===== src/rtl/exc_entry_pkg.sv =====
package exc_entry_pkg;

  // status word bit positions (decoded by the core)
  localparam int SR_BL_BIT    = 28;
  localparam int SR_RB_BIT    = 29;
  localparam int SR_MD_BIT    = 30;
  localparam int SR_FD_BIT    = 15;
  localparam int SR_IMASK_LO  = 4;
  localparam int SR_IMASK_W   = 4;

  // event codes with special handling
  localparam int CODE_NMI_OK  = 'h1E0;
  localparam int CODE_TRAP    = 'h160;
  localparam int N_RST_CODES  = 3;
  localparam int N_TLB_CODES  = 2;

  typedef int code_list_rst_t [N_RST_CODES];
  typedef int code_list_tlb_t [N_TLB_CODES];

  localparam code_list_rst_t RST_CODES = '{'h000, 'h020, 'h140};
  localparam code_list_tlb_t TLB_CODES = '{'h040, 'h060};

  typedef enum logic [1:0] {
    VC_GENERAL = 2'd0,
    VC_RESET   = 2'd1,
    VC_TLB     = 2'd2,
    VC_IRQ     = 2'd3
  } vec_class_e;

endpackage


===== src/rtl/exc_entry_arb.sv =====
module exc_entry_arb
  import exc_entry_pkg::*;
#(
  parameter int CODE_W = 12
) (
  input  logic              step_i,
  input  logic              exc_valid_i,
  input  logic [CODE_W-1:0] exc_code_i,
  input  logic              irq_req_i,
  input  logic              bl_i,
  input  logic              dslot_i,
  input  logic              sleep_i,
  output logic              take_o,
  output logic              take_exc_o,
  output logic              rst_req_o
);

  logic want_exc;
  logic want_irq;
  logic exc_escalates;
  logic irq_masked;

  always_comb begin
    want_exc      = step_i && exc_valid_i;
    want_irq      = step_i && irq_req_i && !exc_valid_i && !dslot_i;
    exc_escalates = want_exc && bl_i && (exc_code_i != CODE_W'(CODE_NMI_OK));
    irq_masked    = want_irq && bl_i && !sleep_i;

    rst_req_o  = exc_escalates;
    take_exc_o = want_exc && !exc_escalates;
    take_o     = take_exc_o || (want_irq && !irq_masked);
  end

endmodule


===== src/rtl/exc_entry_vec.sv =====
module exc_entry_vec
  import exc_entry_pkg::*;
#(
  parameter int          XLEN     = 32,
  parameter int          CODE_W   = 12,
  parameter logic [31:0] OFS_GEN  = 32'h100,
  parameter logic [31:0] OFS_TLB  = 32'h400,
  parameter logic [31:0] OFS_IRQ  = 32'h600,
  parameter logic [31:0] RESET_PC = 32'hA000_0000,
  parameter int          PC_STEP  = 2
) (
  input  logic              take_exc_i,
  input  logic [CODE_W-1:0] exc_code_i,
  input  logic              dslot_i,
  input  logic [XLEN-1:0]   sr_i,
  input  logic [XLEN-1:0]   pc_i,
  input  logic [XLEN-1:0]   vbr_i,
  output logic [XLEN-1:0]   spc_o,
  output logic [XLEN-1:0]   sr_o,
  output logic [XLEN-1:0]   pc_o
);

  localparam logic [XLEN-1:0] STEP_X = XLEN'(PC_STEP);

  logic [N_RST_CODES-1:0] rst_hit;
  logic [N_TLB_CODES-1:0] tlb_hit;
  vec_class_e             vclass;
  logic                   is_trap;

  for (genvar g = 0; g < N_RST_CODES; g++) begin : g_rst
    assign rst_hit[g] = (exc_code_i == CODE_W'(RST_CODES[g]));
  end

  for (genvar g = 0; g < N_TLB_CODES; g++) begin : g_tlb
    assign tlb_hit[g] = (exc_code_i == CODE_W'(TLB_CODES[g]));
  end

  always_comb begin
    if (!take_exc_i)   vclass = VC_IRQ;
    else if (|rst_hit) vclass = VC_RESET;
    else if (|tlb_hit) vclass = VC_TLB;
    else               vclass = VC_GENERAL;
    is_trap = take_exc_i && (exc_code_i == CODE_W'(CODE_TRAP));
  end

  // saved PC: delay-slot rollback and trap advance are independent
  always_comb begin
    spc_o = pc_i;
    if (dslot_i) spc_o = spc_o - STEP_X;
    if (is_trap) spc_o = spc_o + STEP_X;
  end

  always_comb begin
    sr_o = sr_i;
    sr_o[SR_BL_BIT] = 1'b1;
    sr_o[SR_MD_BIT] = 1'b1;
    sr_o[SR_RB_BIT] = 1'b1;
    pc_o = vbr_i + XLEN'(OFS_GEN);
    unique case (vclass)
      VC_RESET: begin
        sr_o[SR_FD_BIT] = 1'b0;
        sr_o[SR_IMASK_LO +: SR_IMASK_W] = '1;
        pc_o = XLEN'(RESET_PC);
      end
      VC_TLB:  pc_o = vbr_i + XLEN'(OFS_TLB);
      VC_IRQ:  pc_o = vbr_i + XLEN'(OFS_IRQ);
      default: pc_o = vbr_i + XLEN'(OFS_GEN);
    endcase
  end

endmodule


===== src/rtl/exc_entry_regs.sv =====
module exc_entry_regs #(
  parameter int XLEN   = 32,
  parameter int CODE_W = 12
) (
  input  logic              clk,
  input  logic              rst_n,
  input  logic              take_i,
  input  logic              take_exc_i,
  input  logic              rst_req_i,
  input  logic              dslot_i,
  input  logic              sleep_i,
  input  logic [CODE_W-1:0] exc_code_i,
  input  logic [CODE_W-1:0] irq_vec_i,
  input  logic [XLEN-1:0]   sr_i,
  input  logic [XLEN-1:0]   r15_i,
  input  logic [XLEN-1:0]   spc_nxt_i,
  input  logic [XLEN-1:0]   sr_nxt_i,
  input  logic [XLEN-1:0]   pc_nxt_i,
  output logic              taken_o,
  output logic              reset_req_o,
  output logic              dslot_clr_o,
  output logic              sleep_clr_o,
  output logic [XLEN-1:0]   ssr_o,
  output logic [XLEN-1:0]   spc_o,
  output logic [XLEN-1:0]   sgr_o,
  output logic [XLEN-1:0]   sr_new_o,
  output logic [XLEN-1:0]   pc_new_o,
  output logic [CODE_W-1:0] expevt_o,
  output logic [CODE_W-1:0] intevt_o
);

  logic              save_en;
  logic              exp_en;
  logic              int_en;
  logic              taken_d, rreq_d, dclr_d, sclr_d;

  always_comb begin
    save_en = take_i;
    exp_en  = take_i && take_exc_i;
    int_en  = take_i && !take_exc_i;
    taken_d = take_i;
    rreq_d  = rst_req_i;
    dclr_d  = take_i && dslot_i;
    sclr_d  = take_i && sleep_i;
  end

  always_ff @(posedge clk or negedge rst_n) begin
    if (!rst_n) begin
      taken_o     <= 1'b0;
      reset_req_o <= 1'b0;
      dslot_clr_o <= 1'b0;
      sleep_clr_o <= 1'b0;
    end else begin
      taken_o     <= taken_d;
      reset_req_o <= rreq_d;
      dslot_clr_o <= dclr_d;
      sleep_clr_o <= sclr_d;
    end
  end

  always_ff @(posedge clk or negedge rst_n) begin
    if (!rst_n) begin
      ssr_o    <= '0;
      spc_o    <= '0;
      sgr_o    <= '0;
      sr_new_o <= '0;
      pc_new_o <= '0;
    end else if (save_en) begin
      ssr_o    <= sr_i;
      spc_o    <= spc_nxt_i;
      sgr_o    <= r15_i;
      sr_new_o <= sr_nxt_i;
      pc_new_o <= pc_nxt_i;
    end
  end

  always_ff @(posedge clk or negedge rst_n) begin
    if (!rst_n) begin
      expevt_o <= '0;
    end else if (exp_en) begin
      expevt_o <= exc_code_i;
    end
  end

  always_ff @(posedge clk or negedge rst_n) begin
    if (!rst_n) begin
      intevt_o <= '0;
    end else if (int_en) begin
      intevt_o <= irq_vec_i;
    end
  end

endmodule


===== src/rtl/exc_entry_seq.sv =====
module exc_entry_seq
  import exc_entry_pkg::*;
#(
  parameter int          XLEN     = 32,
  parameter int          CODE_W   = 12,
  parameter logic [31:0] OFS_GEN  = 32'h100,
  parameter logic [31:0] OFS_TLB  = 32'h400,
  parameter logic [31:0] OFS_IRQ  = 32'h600,
  parameter logic [31:0] RESET_PC = 32'hA000_0000,
  parameter int          PC_STEP  = 2
) (
  input  logic              clk,
  input  logic              rst_n,
  input  logic              step_i,
  input  logic              exc_valid_i,
  input  logic [CODE_W-1:0] exc_code_i,
  input  logic              irq_req_i,
  input  logic [CODE_W-1:0] irq_vec_i,
  input  logic [XLEN-1:0]   sr_i,
  input  logic [XLEN-1:0]   pc_i,
  input  logic [XLEN-1:0]   r15_i,
  input  logic [XLEN-1:0]   vbr_i,
  input  logic              dslot_i,
  input  logic              sleep_i,
  output logic              taken_o,
  output logic              reset_req_o,
  output logic              dslot_clr_o,
  output logic              sleep_clr_o,
  output logic [XLEN-1:0]   ssr_o,
  output logic [XLEN-1:0]   spc_o,
  output logic [XLEN-1:0]   sgr_o,
  output logic [XLEN-1:0]   sr_new_o,
  output logic [XLEN-1:0]   pc_new_o,
  output logic [CODE_W-1:0] expevt_o,
  output logic [CODE_W-1:0] intevt_o
);

  logic            take;
  logic            take_exc;
  logic            rst_req;
  logic [XLEN-1:0] spc_nxt;
  logic [XLEN-1:0] sr_nxt;
  logic [XLEN-1:0] pc_nxt;

  exc_entry_arb #(.CODE_W(CODE_W)) u_arb (
    .step_i      (step_i),
    .exc_valid_i (exc_valid_i),
    .exc_code_i  (exc_code_i),
    .irq_req_i   (irq_req_i),
    .bl_i        (sr_i[SR_BL_BIT]),
    .dslot_i     (dslot_i),
    .sleep_i     (sleep_i),
    .take_o      (take),
    .take_exc_o  (take_exc),
    .rst_req_o   (rst_req)
  );

  exc_entry_vec #(
    .XLEN(XLEN), .CODE_W(CODE_W), .OFS_GEN(OFS_GEN), .OFS_TLB(OFS_TLB),
    .OFS_IRQ(OFS_IRQ), .RESET_PC(RESET_PC), .PC_STEP(PC_STEP)
  ) u_vec (
    .take_exc_i (take_exc),
    .exc_code_i (exc_code_i),
    .dslot_i    (dslot_i),
    .sr_i       (sr_i),
    .pc_i       (pc_i),
    .vbr_i      (vbr_i),
    .spc_o      (spc_nxt),
    .sr_o       (sr_nxt),
    .pc_o       (pc_nxt)
  );

  exc_entry_regs #(.XLEN(XLEN), .CODE_W(CODE_W)) u_regs (
    .clk         (clk),
    .rst_n       (rst_n),
    .take_i      (take),
    .take_exc_i  (take_exc),
    .rst_req_i   (rst_req),
    .dslot_i     (dslot_i),
    .sleep_i     (sleep_i),
    .exc_code_i  (exc_code_i),
    .irq_vec_i   (irq_vec_i),
    .sr_i        (sr_i),
    .r15_i       (r15_i),
    .spc_nxt_i   (spc_nxt),
    .sr_nxt_i    (sr_nxt),
    .pc_nxt_i    (pc_nxt),
    .taken_o     (taken_o),
    .reset_req_o (reset_req_o),
    .dslot_clr_o (dslot_clr_o),
    .sleep_clr_o (sleep_clr_o),
    .ssr_o       (ssr_o),
    .spc_o       (spc_o),
    .sgr_o       (sgr_o),
    .sr_new_o    (sr_new_o),
    .pc_new_o    (pc_new_o),
    .expevt_o    (expevt_o),
    .intevt_o    (intevt_o)
  );

endmodule


===== config.mk =====
export PLATFORM = sky130hd
export DESIGN_NAME = exc_entry_seq
export DESIGN_NICKNAME = d
export VERILOG_FILES = /design/src/rtl/exc_entry_pkg.sv /design/src/rtl/exc_entry_arb.sv /design/src/rtl/exc_entry_vec.sv /design/src/rtl/exc_entry_regs.sv /design/src/rtl/exc_entry_seq.sv
export SDC_FILE = /design/constraint.sdc
export NUM_CORES = 1
export LEC_CHECK = 0
export CAP_MARGIN = 20
export CORE_ASPECT_RATIO = 2
export CORE_MARGIN = 10
export CORE_UTILIZATION = 49
export CTS_CLUSTER_DIAMETER = 80
export DETAILED_ROUTE_END_ITERATION = 10
export PLACE_DENSITY = 0.87
export RECOVER_POWER = 25
export SYNTH_ARGS = -nofsm -noshare
export SYNTH_HDL_FRONTEND = slang
export SYNTH_SLANG_ARGS = --single-unit

===== constraint.sdc =====
create_clock -name clk -period 2.7 [get_ports clk]
set_clock_uncertainty 0.05 [all_clocks]
set_input_delay 0.405 -clock clk [delete_from_list [all_inputs] [get_ports clk]]
set_output_delay 0.405 -clock clk [all_outputs]
set_load 0.02 [all_outputs]

[After elaboration in Yosys (flattened, before gate mapping)]
Cells that the tools add are included.
Cells by class
  bitwise logic cells: 0
  equality and inequality tests: 9
  multiply operators: 0
  mux-type cells: 8
  order comparisons: 0
  div/mod/pow operators: 0
  shift operators: 0
  reduce and logical (&&, ||, !) cells: 25
  add/subtract/negate cells: 5
Operators with widths (number)
  case mux 32 bit (3 select lines): 1
  adder 32 x 11 -> 32 bit, second input constant: 2
  two-way mux 32 bit: 2
  adder 32 x 2 -> 32 bit, second input constant: 1
  adder 32 x 9 -> 32 bit, second input constant: 1
  subtractor 32 x 2 -> 32 bit, second input constant: 1
  equality test 12 x 7 -> 1 bit, second input constant: 2
  equality test 12 x 9 -> 1 bit, second input constant: 2
  logical AND 1 bit: 15
  equality test 12 x 6 -> 1 bit, second input constant: 1
  logical NOT 12 bit: 1
  inequality test 12 x 9 -> 1 bit, second input constant: 1
  logical NOT 1 bit: 6
  two-way mux 2 bit: 3
  equality test 2 bit, second input constant: 2
  two-way mux 4 bit: 1
  OR reduction 3 bit: 1
  equality test 2 x 1 -> 1 bit, second input constant: 1
  OR reduction 2 bit: 1
  logical OR 1 bit: 1
  two-way mux 1 bit: 1
Storage, ports and cells
  bits in registers: 188
  memories kept: 0
  bits in writable memories: 0
  latch bits: 0
  bits in read-only memories: 0

[Depth between registers and ports, before layout]
Gate-level depths: netlist of the first run.
  depth in word-level cells: 9
  mapped depth: 12
  gate-level depth less buffers: 10

[Hierarchy]
A second synthesis of the first run with hierarchy kept.
Unflattened totals
  cell total of the unflattened synthesis: 1020
  area, all modules: 11091.9 um2
By module, submodules not included
  exc_entry_regs: times used 1, area each 7264.5 um2, sequential area each 4704.5 um2, cells each 396
  exc_entry_vec: times used 1, area each 3738.6 um2, sequential area each 0.0 um2, cells each 612
  exc_entry_arb: times used 1, area each 88.8 um2, sequential area each 0.0 um2, cells each 12

[Worst setup path before layout of the first run]
No wires, ideal clock.
  kind: input port to flip-flop
  start: in pc_i[1]
  end: reg u_regs.spc_o[26]
  data arrival time: 3.429 ns
  buffers on the path: 1
  path slack: -0.908 ns
  data required time: 2.521 ns
  cell stages on the path: 11
  library setup time: 0.129 ns
  cell sequence: clkbuf_1 > inv_1 > ha_1 > or3b_2 > o21ai_0 > nand4_1 > or4_4 > nor4b_4 > or4b_1 > xnor2_1 > o21ai_1
On the way
  cells in the longest elaborated chain, start to end: 4
RTL lines
  start, declared: line exc_entry_seq.sv:20  | input logic [XLEN-1:0] pc_i,
  subtractor 32 x 2 -> 32 bit: line exc_entry_vec.sv:49  | if (dslot_i) spc_o = spc_o - STEP_X;
  two-way mux 32 bit (*): line exc_entry_vec.sv:49
  adder 32 x 2 -> 32 bit: line exc_entry_vec.sv:50  | if (is_trap) spc_o = spc_o + STEP_X;
  two-way mux 32 bit (*): line exc_entry_vec.sv:50
  end signal, assigned: line exc_entry_regs.sv:70  | spc_o <= spc_nxt_i;
  end, declared: line exc_entry_regs.sv:24  | output logic [XLEN-1:0] spc_o,
Every way passes the cells marked *; elsewhere a longest branch is shown, timed or not.
A chain may end at the register's enable or synchronous reset.

[Worst setup path after layout of the first run]
  start: in pc_i[3]
  end: reg u_regs.spc_o[26]
The elaborated chain is that of the path after synthesis.

==> out/results.ini, run 1 <==
[floorplanning]
die_x_um=117
rows=71
ios=347
initial_core_util=0.496
design.core.area_mm2=0.0187
die_y_um=215
die_area_mm2=0.0252

[power_and_ir_drop]
p_per_area_mw_per_mm2=568
leakagePower_nw=6.89
vdd_drop_max_v=0.000355
totalPowerFinal_mw=8.76

[placed_design]
place.gp.congestion=0.971
placed_area_mm2=0.0145
dp_hpwl_um=31000
port_buffers=346
dp.cells=1875

[setup_path]
r2r_end=u_regs.sr_new_o[30]$_DFFE_PN0N_
reg2reg_slack_ps=1720
crit_path_end_kind=flip-flop
cp-startpoint=pc_i[3]
critical_path.endpoint=u_regs.spc_o[26]$_DFFE_PN0N_
worstSetupStartpointType=primary input
r2r_start=u_regs.sr_new_o[30]$_DFFE_PN0N_
critPathMaxFanout=6
worstPathArrival_ps=3200
r2r_cells=1
cp.required_ps=3020
worstSetupPathType=primary input to flip-flop

[timing]
finalCriticalPeriod_ps=2880
setup_slack_ps=-179
worst_pin_slew_ps=1130
hold_viol_final=0
whs_ps=117
relSlewSlack=0.248
timing.fmax_mhz=347
drv_slew=0
rsz0062_at_grt=true
timing.final.crit_share=1.07
setup_violations=7

[yosys]
synth_top_area_cell=dfrtp_1
ys_seq_area_frac=0.436
synthesis.nets=1303
ys.flop_type=dfrtp_1
yosys_warnings=0
yosysMostFrequentCell=nand2_1
synthDistinctLibCells=73
synth_edf_count=0
syn_area_mm2=0.00929
synth_top_cell_area_share=0.436
syn_inst=1137
ys_ff_latch=162
async_reset_ff_frac=1.00
synth.top_cells.by_count=nand2_1, dfrtp_1, nor2_1, clkbuf_1, a21oi_1
postSynthAreaPerCell_um2=8.17
synthTopCellsByArea=dfrtp_1, nand2_1, xnor2_1

[route]
drc=0
avgViaCountPerCell=5.59
drt-total-wl_um=39700
postRouteAntennaNets=0
vias=10746
first_iter_violations=699
avgRoutedWirePerCell_um=20.6
dr.pass1.iters=5

[layout]
layout-drive-gt1-share=0.214
fin_cells=1923
nFillCells=1194
num-nets-final=1818
area_delta_synth_final_pct=65.9
design_area_mm2=0.0154

[clock_tree]
cts_buffers=17
htreeDepth=4
clkSlewWorstSetupHoldPaths_ps=70
clockBufferDepth=2
worst_skew_pair.late_latency_ps=440
clk_root_buffer_cell=clkbuf_16
cts_tree=yes
cts.sinks=162

[global_routing]
antenna_found_initial=4
grt_pass1_vias=11312
grt_pass1_wl_um=61000
grt_start_max_net_pins=77
overflow=0
track_usage=0.305

[job]
drv_cap=0

[run_status]
outcome=complete, but fails checks
violations=negative setup slack

[worst_hold_path]
hp-class=primary input to flip-flop

==> placed cells by master, fill, tap and decap left out, types with 5 or more instances in the layout <==
cell / count
buf_4: 227
buf_12: 6
o21ai_1: 5
o22ai_1: 7
a22o_1: 12
inv_1: 5
nand4_1: 23
o211ai_1: 7
nand3_1: 23
dlygate4sd2_1: 5
and2_1: 6
and3_1: 7
a21oi_1: 46
nor2b_1: 6
ha_1: 6
a22oi_1: 5
nor4_1: 12
o21ai_0: 40
or4_4: 9
a31oi_1: 12
xnor2_1: 41
clkbuf_16: 17
xor2_1: 34
or3_1: 7
buf_6: 10
nand2_1: 343
buf_2: 7
or2_2: 8
nor2_1: 90
nor3_1: 21
dfrtp_1: 162
nor3_4: 5
clkdlybuf4s50_1: 321
nor4_2: 6
==> flip-flops by register name (all words and copies together) (netlist names) <==
signal              count
u_regs.expevt_o        12
u_regs.intevt_o        12
u_regs.sr_new_o        30
u_regs.spc_o           32
u_regs.reset_req_o      1
u_regs.sleep_clr_o      1
u_regs.ssr_o            8
u_regs.taken_o          1
u_regs.sgr_o           32
u_regs.pc_new_o        32
u_regs.dslot_clr_o      1
==> worst min-delay path by stage <==
stage | startpoint | to | slack (ps) | cells after the start
after floorplan | rst_n | u_regs.dslot_clr_o$_DFF_PN0_ | 60 | 0
after global placement | rst_n | u_regs.spc_o[1]$_DFFE_PN0N_ | 210 | 1
after detailed placement | rst_n | u_regs.spc_o[3]$_DFFE_PN0N_ | 210 | 1
after CTS | exc_code_i[10] | u_regs.expevt_o[10]$_DFFE_PN0P_ | 120 | 3
after global routing | exc_code_i[9] | u_regs.expevt_o[9]$_DFFE_PN0P_ | 120 | 3
final | exc_code_i[9] | u_regs.expevt_o[9]$_DFFE_PN0P_ | 120 | 3
==> power breakdown <==
group | internal [mW] | leakage [nW] | switching (mW)
clock network | 1.39 | 0.290 | 1.10
logic | 1.47 | 4.63 | 1.64
registers | 2.86 | 1.98 | 0.296
total | 5.73 | 6.89 | 3.03
==> routing by layer <==
metal / up-vias / global-route usage / wire, um
met5: - / 0 / 10
met4: 2 / 0.203 / 2590
met3: 159 / 0.0717 / 2470
met2: 480 / 0.579 / 21800
met1: 5190 / 0.278 / 12800
li1: 4915 / - / -
==> what timing repair did <==
action	4_1_cts	5_1_grt
resized for setup	100	37
endpoints found under the setup margin	54	13
hold buffers	1	0
pin swaps	25	17
buffers inserted	4	9
hold endpoints to repair	16	0
==> critical path, cell delays in order <==
cell,delay (ps)
buf_6,90
or4b_4,620
or4_4,560
nor3_4,210
o211ai_2,130
nor4b_4,360
or4b_4,530
xnor2_2,150
o21ai_1,140
==> logic make-up after synthesis <==
group,after synthesis,synth area share
mux,2,0.00229
compound gates,178,0.125
xor+xnor,79,0.0745
simple gates,610,0.301
flops,162,0.436
fa+ha+maj,7,0.00942
buf+inv,99,0.0524
==> through the flow <==
stage,utilization,TNS (ps),setup slack (ps)
floorplan,-,-4050,-600
global placement,0.772,-52160,-1160
detailed placement,0.772,-62710,-1230
CTS,0.813,-363,-153
global route,0.823,-3800,-228
finish,0.823,-500,-179
==> final cells by class <==
type	count	area, um^2	share of cell area
inverters	8	35.0	0.00227
repair buffers	587	5320	0.345
well taps	255	319	0.0207
diodes	3	7.51	0.000487
flip-flops and latches	162	4050	0.263
clock buffers	17	425	0.0276
multi-input cells	876	5080	0.330
clock inverters	15	175	0.0114
Power figures use the tool's default switching activity.
==> inputs of run 2 (changes only) <==
- CELL_PAD_IN_SITES_DETAIL_PLACEMENT: not set -> 1
- CELL_PAD_IN_SITES_GLOBAL_PLACEMENT: not set -> 1
- CORE_UTILIZATION: 49 -> 35
- PLACE_DENSITY: 0.87 -> not set
- PLACE_DENSITY_LB_ADDON: not set -> 0.1
==> run 2 against run 1 <==
Worst setup slack worse by 54 ps. Highest routed layer is now met4. Die area up 34%. Largest power group is now combinational logic. Core utilization is 22 points lower. The flow still finishes with violations (negative setup slack). Clock-buffer cell count up 5. Flip-flop and latch count unchanged.
==> out/results.ini, run 2 (synthesis gave the netlist of run 1 again) <==
[run_status]
outcome=complete, but fails checks
violations=negative setup slack

[timing]
whs_ps=115
setup_slack_ps=-233
rsz0062_at_grt=true
timing.final.crit_share=1.09
hold_viol_final=0
timing.fmax_mhz=341
relSlewSlack=0.117
drv_slew=0
worst_pin_slew_ps=1330
setup_violations=12
finalCriticalPeriod_ps=2930

[clock_tree]
cts_tree=yes
cts.sinks=162
clkSlewWorstSetupHoldPaths_ps=70
clockBufferDepth=2
cts_buffers=17
htreeDepth=4
worst_skew_pair.late_latency_ps=450
clk_root_buffer_cell=clkbuf_16

[job]
drv_cap=0

[worst_hold_path]
worst_hold_path.endpoint=u_regs.expevt_o[9]$_DFFE_PN0P_
hp-class=primary input to flip-flop
worstHoldPathCells=3
hold_path.startpoint=exc_code_i[9]

[setup_path]
cp_common_cell=or4_4
worstSetupPathType=primary input to flip-flop
worstPathArrival_ps=3260
reg2reg_slack_ps=1750
critPathSlowestCell=or4_4
r2r_end=u_regs.sr_new_o[30]$_DFFE_PN0N_
cp.required_ps=3030
r2r_start=u_regs.sr_new_o[30]$_DFFE_PN0N_
crit_chain=buf_8 > buf_6 > or4_4 > nor4_4 > o32ai_2 > or4_4 > nor4b_4 > or4b_4 > xnor2_2 > o21ai_1
cp_num_buf_inv=2
crit_path_end_kind=flip-flop
slowest_delay_ps=580
cpLargestDelayFamily=simple AND/OR/NAND/NOR gates
r2r_cells=1
critPathMaxFanout=7
worstSetupStartpointType=primary input

[floorplanning]
ios=347
rows=84
design.core.area_mm2=0.0263
initial_core_util=0.354
die_y_um=250
die_x_um=135
die_area_mm2=0.0339

[global_routing]
grt_pass1_vias=11670
track_usage=0.254
antenna_found_initial=1
grt_start_max_net_pins=74
grt_pass1_wl_um=66300
overflow=0

[route]
route.met2.wl_um=25100
drt-total-wl_um=44200
avgRoutedWirePerCell_um=21.9
met3WireLength_um=2140
first_iter_violations=397
topRoutingLayerUsed=met4
dr.pass1.iters=4
m1WireLength_um=14800
drc=0
avgViaCountPerCell=5.23
postRouteAntennaNets=0
vias=10571

[placed_design]
dp_hpwl_um=34000
dp_worst_setup_slack_ps=-1120
place.gp.congestion=0.959
port_buffers=346
placed_area_mm2=0.0146

[layout]
num-nets-final=1830
final_common_cell=nand2_1
largest_registers=u_regs.pc_new_o: 32 flops, u_regs.sgr_o: 32 flops, u_regs.spc_o: 32 flops
design_area_mm2=0.0157
fin_util=0.598
layout_common_cells=nand2_1, clkdlybuf4s50_1, buf_4, dfrtp_1, nor2_1
area_delta_synth_final_pct=69.1
layout-drive-gt1-share=0.231

[power_and_ir_drop]
totalPowerFinal_mw=8.60
p_per_area_mw_per_mm2=548
vdd_drop_max_v=0.000388
leakagePower_nw=7.02

==> run 2: cell count changes in the layout (fill, tap and decap cells not counted), sizes merged, moves of 2 or more <==
| cell | delta |
|---|---|
| bufinv | -2 |
| inv | -3 |
| dlygate4sd2 | -2 |
| diode | -2 |
| clkbuf | +11 |
| buf | +9 |
==> run 2: worst min-delay path, delay by kind of cell <==
family / cells / cell delay, ps
and+or+nand+nor: 2 / 100
buffers and inverters: 1 / 90
==> run 2: power by group <==
| group | internal, mW | leakage, nW | switching, mW |
|---|---|---|---|
| registers | 2.86 | 1.98 | 0.265 |
| clock network | 1.25 | 0.263 | 1.07 |
| logic | 1.49 | 4.78 | 1.67 |
| total | 5.60 | 7.02 | 3.00 |
==> run 2: area by class of cell <==
cell class                      count  area [um^2]
Antenna cell                        1         2.50
Sequential cell                   162         4050
Timing Repair Buffer              599         5420
Tap cell                          344          430
Clock inverter                     10         72.6
Multi-Input combinational cell    876         5230
Clock buffer                       22          474
Fill cell                        3088        10600
Inverter                            8         35.0
==> run 2: timing repair <==
action | 4_1_cts | 5_1_grt
buffers inserted | 20 | 9
gates resized for setup | 115 | 52
endpoints found under the hold margin | 46 | 0
gates cloned | 0 | 0
pin swaps | 31 | 28
endpoints found under the setup margin | 38 | 20
hold buffers | 1 | 0
==> run 2: per-stage QoR <==
stage	TNS (ps)	cells
2_1_floorplan	-4050	1137
3_3_place_gp	-56400	1964
3_5_place_dp	-62950	1964
4_1_cts	-416	2017
5_1_grt	-2640	2022
6_report	-1430	2022
==> run 2: worst max path at each step <==
stage,startpoint,to,slack (ps),depth (start not counted)
2_1_floorplan,pc_i[1],u_regs.spc_o[26]$_DFFE_PN0N_,-600,11
3_3_place_gp,exc_code_i[0],u_regs.spc_o[26]$_DFFE_PN0N_,-1040,9
3_5_place_dp,pc_i[1],u_regs.spc_o[26]$_DFFE_PN0N_,-1120,10
4_1_cts,pc_i[1],u_regs.spc_o[26]$_DFFE_PN0N_,-120,10
5_1_grt,pc_i[16],u_regs.spc_o[26]$_DFFE_PN0N_,-300,10
6_report,pc_i[1],u_regs.spc_o[26]$_DFFE_PN0N_,-230,10
==> run 2: routing by layer <==
metal | vias to the layer above | global-route usage
met5 | - | 0
met4 | 0 | 0.141
met3 | 107 | 0.0535
met2 | 335 | 0.491
met1 | 5221 | 0.233
li1 | 4908 | -
==> inputs of run 3 (changes only) <==
- ABC_AREA: not set -> 1
- CORE_UTILIZATION: 35 -> 34
- GPL_ROUTABILITY_DRIVEN: not set -> 0
==> run 3 against run 2 <==
The run now ends clean. Critical path depth grew 6. Non-clock buffer count shrank 72. Sequential share of layout area grew 0.46 points. Sequential power is essentially flat. Maximum frequency grew 16%. Hold slack gained 310 ps. Worst setup slack gained 410 ps. Clock power grew 9.1%. Flip-flop and latch count is the same. Power grew 3.0%. Die area grew 7.9%. Final cell count grew 10%. Largest cell class is now multi-input combinational cells.
==> out/results.ini, run 3 <==
[run_status]
outcome=complete, no violations

[floorplanning]
rows=88
initial_core_util=0.342
die_y_um=261
design.core.area_mm2=0.0287
die_area_mm2=0.0365
die_x_um=140
ios=347

[layout]
design_area_mm2=0.0154
num-nets-final=2023
fin_util=0.537
largest_registers=u_regs.pc_new_o: 32 flops, u_regs.sgr_o: 32 flops, u_regs.spc_o: 32 flops
final_common_cell=nand2_1
layout-drive-gt1-share=0.147
area_delta_synth_final_pct=57.0
layout_common_cells=nand2_1, clkdlybuf4s50_1, buf_4, dfrtp_1, nor2_1

[route]
first_iter_violations=455
dr.pass1.iters=4
avgViaCountPerCell=4.99
vias=11132
drt-total-wl_um=45600
avgRoutedWirePerCell_um=20.4
drc=0
postRouteAntennaNets=0

[setup_path]
r2r_cells=1
crit_chain=clkdlybuf4s50_1 > inv_1 > ha_1 > o21ai_2 > buf_4 > nand2_1 > nor2_1 > nand2_1 > nor2_2 > nand2_1 > nor2_4 > nand3_2 > nor2_4 > nand3_1 > nand3_1 > nand2_1
crit_path_end_kind=flip-flop
r2r_end=u_regs.sr_new_o[30]$_DFFE_PN0N_
critPathMaxFanout=6
worstPathArrival_ps=2810
critical_path.endpoint=u_regs.spc_o[24]$_DFFE_PN0N_
cp_num_buf_inv=3
reg2reg_slack_ps=1840
cp.required_ps=2990
cp.depth=16
r2r_start=u_regs.sr_new_o[30]$_DFFE_PN0N_
critPathSlowestCell=clkdlybuf4s50_1
worstSetupStartpointType=primary input
worstSetupPathType=primary input to flip-flop
cp-startpoint=pc_i[1]
slowest_delay_ps=480
cpLargestDelayFamily=simple AND/OR/NAND/NOR gates
cp_common_cell=nand2_1

[power_and_ir_drop]
totalPowerFinal_mw=8.86
leakagePower_nw=7.39
vdd_drop_max_v=0.000557
p_per_area_mw_per_mm2=574

[timing]
worst_pin_slew_ps=1210
drv_slew=0
relSlewSlack=0.193
whs_ps=424
setup_slack_ps=180
hold_viol_final=0
timing.final.crit_share=0.933
timing.fmax_mhz=397
finalCriticalPeriod_ps=2520
setup_violations=0

[clock_tree]
post-cts-setup-buffer-count=0
clkSlewWorstSetupHoldPaths_ps=70
clk_root_buffer_cell=clkbuf_16
cts_buffers=17
htreeDepth=4
cts_tree=yes
clockBufferDepth=2
cts.sinks=162
worst_skew_pair.late_latency_ps=460

[yosys]
synthDistinctLibCells=45
synth_edf_count=0
yosysMostFrequentCell=nand2_1
syn_inst=1383
async_reset_ff_frac=1.00
ys_seq_area_frac=0.412
synthTopCellsByArea=dfrtp_1, nand2_1, nor2_1
ys.flop_type=dfrtp_1
synth.top_cells.by_count=nand2_1, dfrtp_1, nor2_1, inv_1, nand3_1
synthesis.nets=1549
ys_ff_latch=162
synth_top_area_cell=dfrtp_1
syn_area_mm2=0.00983
postSynthAreaPerCell_um2=7.11
synth_top_cell_area_share=0.412
yosys_warnings=0

[placed_design]
dp_worst_setup_slack_ps=-386
dp_hpwl_um=37200
placed_area_mm2=0.0148
port_buffers=346

[worst_hold_path]
worstHoldPathCells=2
hp-class=flip-flop to flip-flop

[global_routing]
grt_start_max_net_pins=58
overflow=0
grt_pass1_wl_um=70100
track_usage=0.246
grt_pass1_vias=12426
antenna_found_initial=3

[job]
drv_cap=0

## run 3: final cells by class
type | count | area, um^2
fill | 3623 | 13300
tap | 360 | 450
timing repair buffer | 527 | 4920
antenna | 3 | 7.51
clock inverter | 12 | 145
inverter | 127 | 479
multi-input combinational | 1022 | 4940
sequential | 162 | 4050
clock buffer | 19 | 443
## run 3: per-layer routing
| metal | global-route usage | vias to the layer above | share of wire |
|---|---|---|---|
| li1 | - | 5270 | - |
| met1 | 0.222 | 5442 | 0.33 |
| met2 | 0.486 | 312 | 0.58 |
| met3 | 0.0506 | 108 | 0.045 |
| met4 | 0.137 | 0 | 0.051 |
| met5 | 0 | - | 0 |
## run 3: logic make-up (layout without fill, tap and decap cells)
kind of cell | Yosys count | after routing | synth area share
buf+inv | 199 | 685 | 0.0881
flops | 162 | 162 | 0.412
compound gates | 129 | 129 | 0.0721
fa+ha+maj | 7 | 7 | 0.00891
simple gates | 816 | 816 | 0.351
other cells | 0 | 3 | 0
xor+xnor | 58 | 58 | 0.0536
mux | 12 | 12 | 0.0137
## run 3: tightest hold or removal path: cells and delay by family, from the launching register on
family / cells / cell delay [ps]
DFF: 1 / 340
and+or+nand+nor: 2 / 100
## run 3: per-stage QoR
step / instances / TNS [ps]
after floorplan: 1383 / 0
after global routing: 2232 / -57.8
after global placement: 2197 / -4750
after detailed placement: 2197 / -6570
after CTS: 2229 / 0
final: 2232 / 0
## run 3: what timing repair did
action                                 in CTS  in global routing
setup endpoints to repair                   0                 16
endpoints found under the hold margin      37                  0
gates resized for setup                     0                  5
hold buffers                                1                  0
## run 3: worst min path at each step
| stage | start | endpoint | slack, ps |
|---|---|---|---|
| after global placement | rst_n | u_regs.sgr_o[13]$_DFFE_PN0N_ | 320 |
| after detailed placement | rst_n | u_regs.sgr_o[13]$_DFFE_PN0N_ | 320 |
| after global routing | sr_i[26] | u_regs.sr_new_o[26]$_DFFE_PN0N_ | 430 |
| final | u_regs.sgr_o[20]$_DFFE_PN0N_ | u_regs.sgr_o[20]$_DFFE_PN0N_ | 420 |
| after CTS | rst_n | u_regs.sgr_o[13]$_DFFE_PN0N_ | 410 |
| after floorplan | rst_n | u_regs.dslot_clr_o$_DFF_PN0_ | 60 |
## run 3: report_power, final
group	leakage, nW	switching [mW]	internal [mW]	total (mW)
clock	0.292	1.12	1.41	2.53
combinational	5.10	1.70	1.48	3.18
sequential	2.00	0.288	2.87	3.15
total	7.39	3.12	5.75	8.86
